<file path="config.mk">
export PLATFORM = sky130hd
export DESIGN_NAME = pwrbtn_ctrl
export DESIGN_NICKNAME = d
export VERILOG_FILES = /design/src/rtl/pwrbtn_ctrl.sv
export SDC_FILE = /design/constraint.sdc
export NUM_CORES = 1
export LEC_CHECK = 0
export CORE_ASPECT_RATIO = 1.2
export CORE_MARGIN = 5
export CORE_UTILIZATION = 40
export DETAILED_ROUTE_END_ITERATION = 10
export SLEW_MARGIN = 40
export SYNTH_ARGS = -nofsm -noshare
export SYNTH_HDL_FRONTEND = slang
export SYNTH_SLANG_ARGS = --single-unit
</file>
<file path="constraint.sdc">
create_clock -name clk -period 2 [get_ports clk]
set_input_delay 0.4 -clock clk [delete_from_list [all_inputs] [get_ports clk]]
set_output_delay 0.4 -clock clk [all_outputs]
set_load 0.01 [all_outputs]
</file>
<file path="src/rtl/pwrbtn_ctrl.sv">
module pwrbtn_ctrl #(
  parameter int STABLE_TICKS = 14,
  parameter int HOLD_TICKS   = 4000,
  parameter int STATE_W      = 3,
  parameter logic [STATE_W-1:0] ST_ON   = 3'd0,
  parameter logic [STATE_W-1:0] ST_SOFF = 3'd5
) (
  input  logic               clk,
  input  logic               rst_n,
  input  logic               tick_ms,
  input  logic               btn_raw_n,
  input  logic [STATE_W-1:0] pwr_state,
  input  logic               btn_sts_clr,
  input  logic               ovr_sts_clr,
  output logic               btn_level,
  output logic               btn_sts,
  output logic               ovr_sts,
  output logic               wake_req,
  output logic               pwron_n
);
  localparam int SW = $clog2(STABLE_TICKS + 1);
  localparam int HW = $clog2(HOLD_TICKS + 1);
  localparam logic [SW-1:0] S_LAST = SW'(STABLE_TICKS - 1);
  localparam logic [HW-1:0] H_LAST = HW'(HOLD_TICKS - 1);
  localparam logic [HW-1:0] H_MAX  = HW'(HOLD_TICKS);

  logic [1:0]    sync;
  logic [SW-1:0] stab_cnt;
  logic [HW-1:0] hold_cnt;
  logic          force_off;

  wire pressed_s = ~sync[1];
  wire differs   = pressed_s != btn_level;
  wire flip      = differs && tick_ms && stab_cnt == S_LAST;
  wire press_evt = flip && pressed_s;
  wire in_soff   = pwr_state == ST_SOFF;
  wire ovr_evt   = btn_level && tick_ms && hold_cnt == H_LAST && !in_soff;

  always_ff @(posedge clk or negedge rst_n)
    if (!rst_n) sync <= 2'b11;
    else        sync <= {sync[0], btn_raw_n};

  always_ff @(posedge clk or negedge rst_n)
    if (!rst_n) begin
      stab_cnt  <= '0;
      btn_level <= 1'b0;
    end else if (!differs) begin
      stab_cnt <= '0;
    end else if (tick_ms) begin
      if (flip) begin
        btn_level <= pressed_s;
        stab_cnt  <= '0;
      end else begin
        stab_cnt <= stab_cnt + 1'b1;
      end
    end

  always_ff @(posedge clk or negedge rst_n)
    if (!rst_n)                          hold_cnt <= '0;
    else if (!btn_level)                 hold_cnt <= '0;
    else if (tick_ms && hold_cnt < H_MAX) hold_cnt <= hold_cnt + 1'b1;

  always_ff @(posedge clk or negedge rst_n)
    if (!rst_n) begin
      btn_sts   <= 1'b0;
      ovr_sts   <= 1'b0;
      wake_req  <= 1'b0;
      force_off <= 1'b0;
    end else begin
      btn_sts  <= press_evt | (btn_sts & ~btn_sts_clr);
      ovr_sts  <= ovr_evt   | (ovr_sts & ~ovr_sts_clr);
      wake_req <= press_evt && pwr_state != ST_ON;
      if (ovr_evt)                   force_off <= 1'b1;
      else if (press_evt && in_soff) force_off <= 1'b0;
    end

  assign pwron_n = force_off | in_soff;

  p_level_on_tick_r2: assert property (@(posedge clk) disable iff (!rst_n)
    (btn_level != $past(btn_level)) |-> $past(tick_ms));
  p_btn_sticky_r8: assert property (@(posedge clk) disable iff (!rst_n)
    (btn_sts && !btn_sts_clr) |=> btn_sts);
  p_ovr_sticky_r8: assert property (@(posedge clk) disable iff (!rst_n)
    (ovr_sts && !ovr_sts_clr) |=> ovr_sts);
  p_set_wins_r4: assert property (@(posedge clk) disable iff (!rst_n)
    press_evt |=> btn_sts);
  p_hold_bound_r6: assert property (@(posedge clk) disable iff (!rst_n)
    hold_cnt <= H_MAX);
  p_no_ovr_soff_r9: assert property (@(posedge clk) disable iff (!rst_n)
    (in_soff && !ovr_sts) |=> !$rose(ovr_sts));
  p_force_out_r7: assert property (@(posedge clk) disable iff (!rst_n)
    $rose(ovr_sts) |-> pwron_n);
  p_wake_sleep_r5: assert property (@(posedge clk) disable iff (!rst_n)
    wake_req |-> $past(pwr_state) != ST_ON);
endmodule

</file>
# Yosys cells after proc, flatten, opt, wreduce, memory -nomap -nowiden
# Cells that the tools add are included.
[word_totals]
reg_bits = 23
in_bits = 9
[op_classes]
add_sub_neg = 2
n_lt_le_gt_ge = 1
eq_ne = 6
muxes = 7
bitwise = 8
n_reduce_logical = 13
[op_table]
columns = ["cell", "n"]
rows = [
  ["$mux 12", 2],
  ["$add 12x1->12 const B", 1],
  ["$eq 12x12->1 const B", 1],
  ["$lt 12x12->1 const B", 1],
  ["$mux 4", 3],
  ["$logic_and 1x1->1", 9],
  ["$add 4x1->4 const B", 1],
  ["$eq 4x4->1 const B", 1],
  ["$eq 3x3->1 const B", 1],
  ["$not 1->1", 3],
  ["$or 1x1->1", 3],
  ["$reduce_and 3->1", 1],
  ["$reduce_bool 3->1", 1],
  ["$and 1x1->1", 2],
  ["$mux 1", 2],
  ["$ne 2x1->1 const B", 1],
  ["$ne 2x2->1 const B", 1],
  ["$reduce_bool 2->1", 1],
  ["$logic_not 1->1", 1],
  ["$ne 1x1->1", 1],
]

# Logic depth before layout (Yosys ltp)
[depth]
ltp_word = 8
ltp_mapped = 6
depth_no_buf = 6

# Worst setup path after synthesis
# Ideal clock, no wire load.
[synth_path]
path_type = "reg2reg"
start = "register stab_cnt[1]"
end = "register force_off"
arrival_time_ps = 1318
setup_slack_ps = 561
stages_incl_launch_ff = 7
path_buffers = 0
synth_period_minus_slack_ps = 1439
cell_sequence = "dfrtp_1 > inv_1 > ha_1 > and3_2 > nand2_1 > or3_4 > a2bb2oi_1"
[synth_between]
elab_chain_len = 5
[synth_lines]
columns = ["item", "line_no", "rtl"]
rows = [
  ["start, declared", "28", "logic [SW-1:0] stab_cnt;"],
  ["start signal, assigned", "54", "stab_cnt <= stab_cnt + 1'b1;"],
  ["$eq 4x4->1", "34", "wire flip = differs && tick_ms && stab_cnt == S_LAST;"],
  ["$logic_and 1x1->1", "34", ""],
  ["$logic_and 1x1->1", "35", "wire press_evt = flip && pressed_s;"],
  ["$logic_and 1x1->1", "74", "else if (press_evt && in_soff) force_off <= 1'b0;"],
  ["$reduce_bool 2->1 (no line)", "n/a", ""],
  ["end signal, assigned", "68", "force_off <= 1'b0;"],
  ["end signal, assigned", "73", "if (ovr_evt) force_off <= 1'b1;"],
  ["end signal, assigned", "74", ""],
  ["end, declared", "30", "logic force_off;"],
]
# Every way passes these cells.
# A chain may end at the register's enable or synchronous reset.

# Worst setup path in the final report
[layout_path]
start = "register btn_level"
end = "output btn_level"
[layout_rtl]
columns = ["item", "line_no", "rtl"]
rows = [
  ["start, declared", "15", "output logic btn_level,"],
  ["start signal, assigned", "51", "btn_level <= pressed_s;"],
]
# No word-level cell between the ends.

==> impl_results.md <==
- Crit path launch type: flip-flop
- Clock skew: 0.00511 ns
- Top-level I/O count: 14
- CP Capture Type: output pin
- Critical Path RT: 1.60 ns
- Period minus WS final: roughly 1.9 ns
- Power per Cell Area: 540 mW/mm2
- Cell Chain, Critical Path: clkdlybuf4s50_1
- CP Buf/Inv Count: 1
- Slowest cell on the critical path: clkdlybuf4s50_1
- HP Class: flip-flop to flip-flop
- Starting Density: 41.3%
- Post-synthesis sequential area ratio: between 50% and 60%
- Rows: 21
- Area share of the largest cell type after synthesis: 45.7%
- Top post-synthesis cells by area: dfrtp_1, nor2_1, dfstp_2, o21ai_0, nand2_1
- Switching Share: between 20 and 25%
- CTS Buffer Depth: 2
- Cell count after synthesis: 116
- Final hold violations: 0
- Total CTS buffers: 3
- Wire per inst: 13.4 um
- Total leakage power: 0.553 nW
- Final WL: 2.27 mm
- Port bufs: 13
- Die Wd: slightly below 60 um
- Share of cells above drive strength 1: approximately 14%
- Fmax: 539 MHz
- Internal: between 500 and 600 uW
- Full die area: 0.00406 mm2
- Slack of the worst reg-to-reg path: 0.43 ns
- Hold slack: ~0.37 ns
- Slew margin rel.: 69.6%
- First-pass GRT wire length: between 4 and 5 mm
- P_sw: ~160 uW
- Crit path DAT: 1.46 ns
- Clock sink total: 23
- Final #Nets: 148
- Least-Margin Pin Slew: 0.451 ns
- # fillers: between 200 and 300
- GPL Wtd Cong: 0.855
- Worst-path clk slew: 0.12 ns
- Worst setup path class: flip-flop to output pin
- Slowest cell delay on critical path: just over 0.6 ns
- Max VDD drop: 0.439 mV
- Syn_area_per_cell: 9.92 um2
- Hold Path Depth: 0
- Final setup fails: 0
- DR DRC count: 0
- Total track usage: a little over an eighth
- Detailed Routing Iterations Pass 1: 4
- Crit-path leading delay family: buffers and inverters
- Syn nets: 128
- Area delta synth->final: 18.8%
- Yosys reg bits: 23
- H-Tree Level Count: 1
- Post-CTS setup buffers: 0
- Gr ovfl total: 0
- R2r worst-path depth: 6
- Worst Hold End: sync[1]$_DFF_PN1_
- Die height: between 60 and 70 um
- Worst-Skew Late Latency: 0.30 ns
- Max-cap violation count: 0
- Final Max Slew Viols: 0
- Most common cell after layout, fill and taps aside: dfrtp_1
- Crit share post-route: just over 90%
- Min-delay src: sync[0]$_DFF_PN1_
- Core area: 0.00279 mm2
- Clock share of power: 28.0%
- First DRT Iteration DRCs: 36
- Via Count: around 900
- Footprint of the multi-input gates: 542 um2
- Dpl hpwl: 1.74 mm
- Vias/cell: about 5.3
- Number of antenna diodes: 0
- RR Startpoint: stab_cnt[1]$_DFFE_PN0P_
- Post-synth cell types: 36
- Vias in the first global route: 954
- Seq. cell area: 578 um2
- Initial antenna violation count: 0
- Root Driver: clkbuf_4
- RSZ-0062 raised after global routing: no
- Status: finished, final reports clean
- Reg-to-Reg End: force_off$_DFFE_PN0P_
- DRT antenna net count: 0
- Setup TNS: 0 ns
- Comb pwr share: 7.3%
- Sequential power share: between 60% and 70%
- Mapped Area: around 0.0012 mm2
- Yosys warns: 0
- Most frequent cells in the layout: dfrtp_1, nor2_1, nand2_1, clkdlybuf4s50_1, o21ai_0
- Largest net degree at the start of global routing: 24
- Leading area contributor after synthesis: dfrtp_1
- Max FO, Critical Path: 10
- CTS tree: built
[area by class of cell]
cell class	instances	area share, %
inverter	5	1.37
sequential	23	42.3
timing repair buffer	17	11.6
tap	34	3.11
clock inverter	1	0.366
clock buffer	3	1.65
multi-input combinational	86	39.6
[registers in the layout, indices dropped and copies added, names as in the netlist]
register and flops:
ovr_sts 1, btn_level 1, sync 2, stab_cnt 4, force_off 1, hold_cnt 12, wake_req 1, btn_sts 1
[how the worst max path moves through the flow]
stage	slack, ns	startpoint	depth (start not counted)	to
4_1_cts	0.12	btn_level$_DFFE_PN0P_	1	btn_level
3_5_place_dp	-0.01	pwr_state[1]	4	pwron_n
2_1_floorplan	0.56	stab_cnt[1]$_DFFE_PN0P_	6	force_off$_DFFE_PN0P_
3_3_place_gp	0.009	pwr_state[1]	4	pwron_n
6_report	0.14	btn_level$_DFFE_PN0P_	1	btn_level
5_1_grt	0.05	btn_level$_DFFE_PN0P_	1	btn_level
[logic make-up (layout without fill, tap and decap cells)]
family	Yosys count	after routing	share of synthesized area, %
and+or+nand+nor	50	50	23.3
AOI/OAI and AO/OA	24	24	13.5
DFF	23	23	50.2
xor gates and xnor gates	7	7	5.33
buffers and inverters	7	26	2.72
adders and majority gates	3	3	3.26
muxes	2	2	1.74
[through the flow]
step                setup slack (ns)  area [um2]  std cells  utilization [%]  power [mW]
finish                         0.144        1370        169             49.1       0.739
global route                  0.0484        1370        169             49.1       0.778
CTS                            0.118        1370        169             49.1       0.753
detailed placement           -0.0113        1340        165             48.2       0.543
global placement             0.00917        1340        165             48.2       0.540
floorplan                      0.561        1150        116                -       0.507
[power groups by stage]
stage                     Sequential [mW]  Clock [mW]  Combinational [mW]
final                               0.479       0.207              0.0537
after detailed placement            0.487           0              0.0555
after global routing                0.480       0.236              0.0619
after global placement              0.487           0              0.0532
after CTS                           0.479       0.219              0.0557
after floorplan                     0.486           0              0.0209
[cell usage after synthesis, drive strengths merged]
master	count
a211oi	1
a21oi	5
a2bb2oi	1
a311oi	1
a31o	1
a31oi	1
a41oi	1
and3	1
and4	2
buf	2
clkinv	1
dfrtp	21
dfstp	2
ha	3
inv	4
mux2i	2
nand2	12
nand3	5
nand3b	1
nand4	4
nor2	18
nor3	2
nor4	2
nor4b	1
o211ai	1
o21ai	10
o21bai	1
o31ai	1
or3	2
xnor2	2
xor2	5
[per-layer routing]
metal	vias up	track usage, %	routed length (um)	part of all wire, %
met4	0	5.95	14	0.62
met2	6	24.9	1250	55
met1	441	14.6	962	42
li1	452	-	-	-
met5	-	0	0	0
met3	2	1.86	41	1.8
[timing repair]
action / 4_1_cts / 5_1_grt
endpoints found under the setup margin: 1 / 0
gates resized for setup: 1 / 0
hold buffers: 0 / 0
No activity file was read; power rests on OpenSTA's default activity.
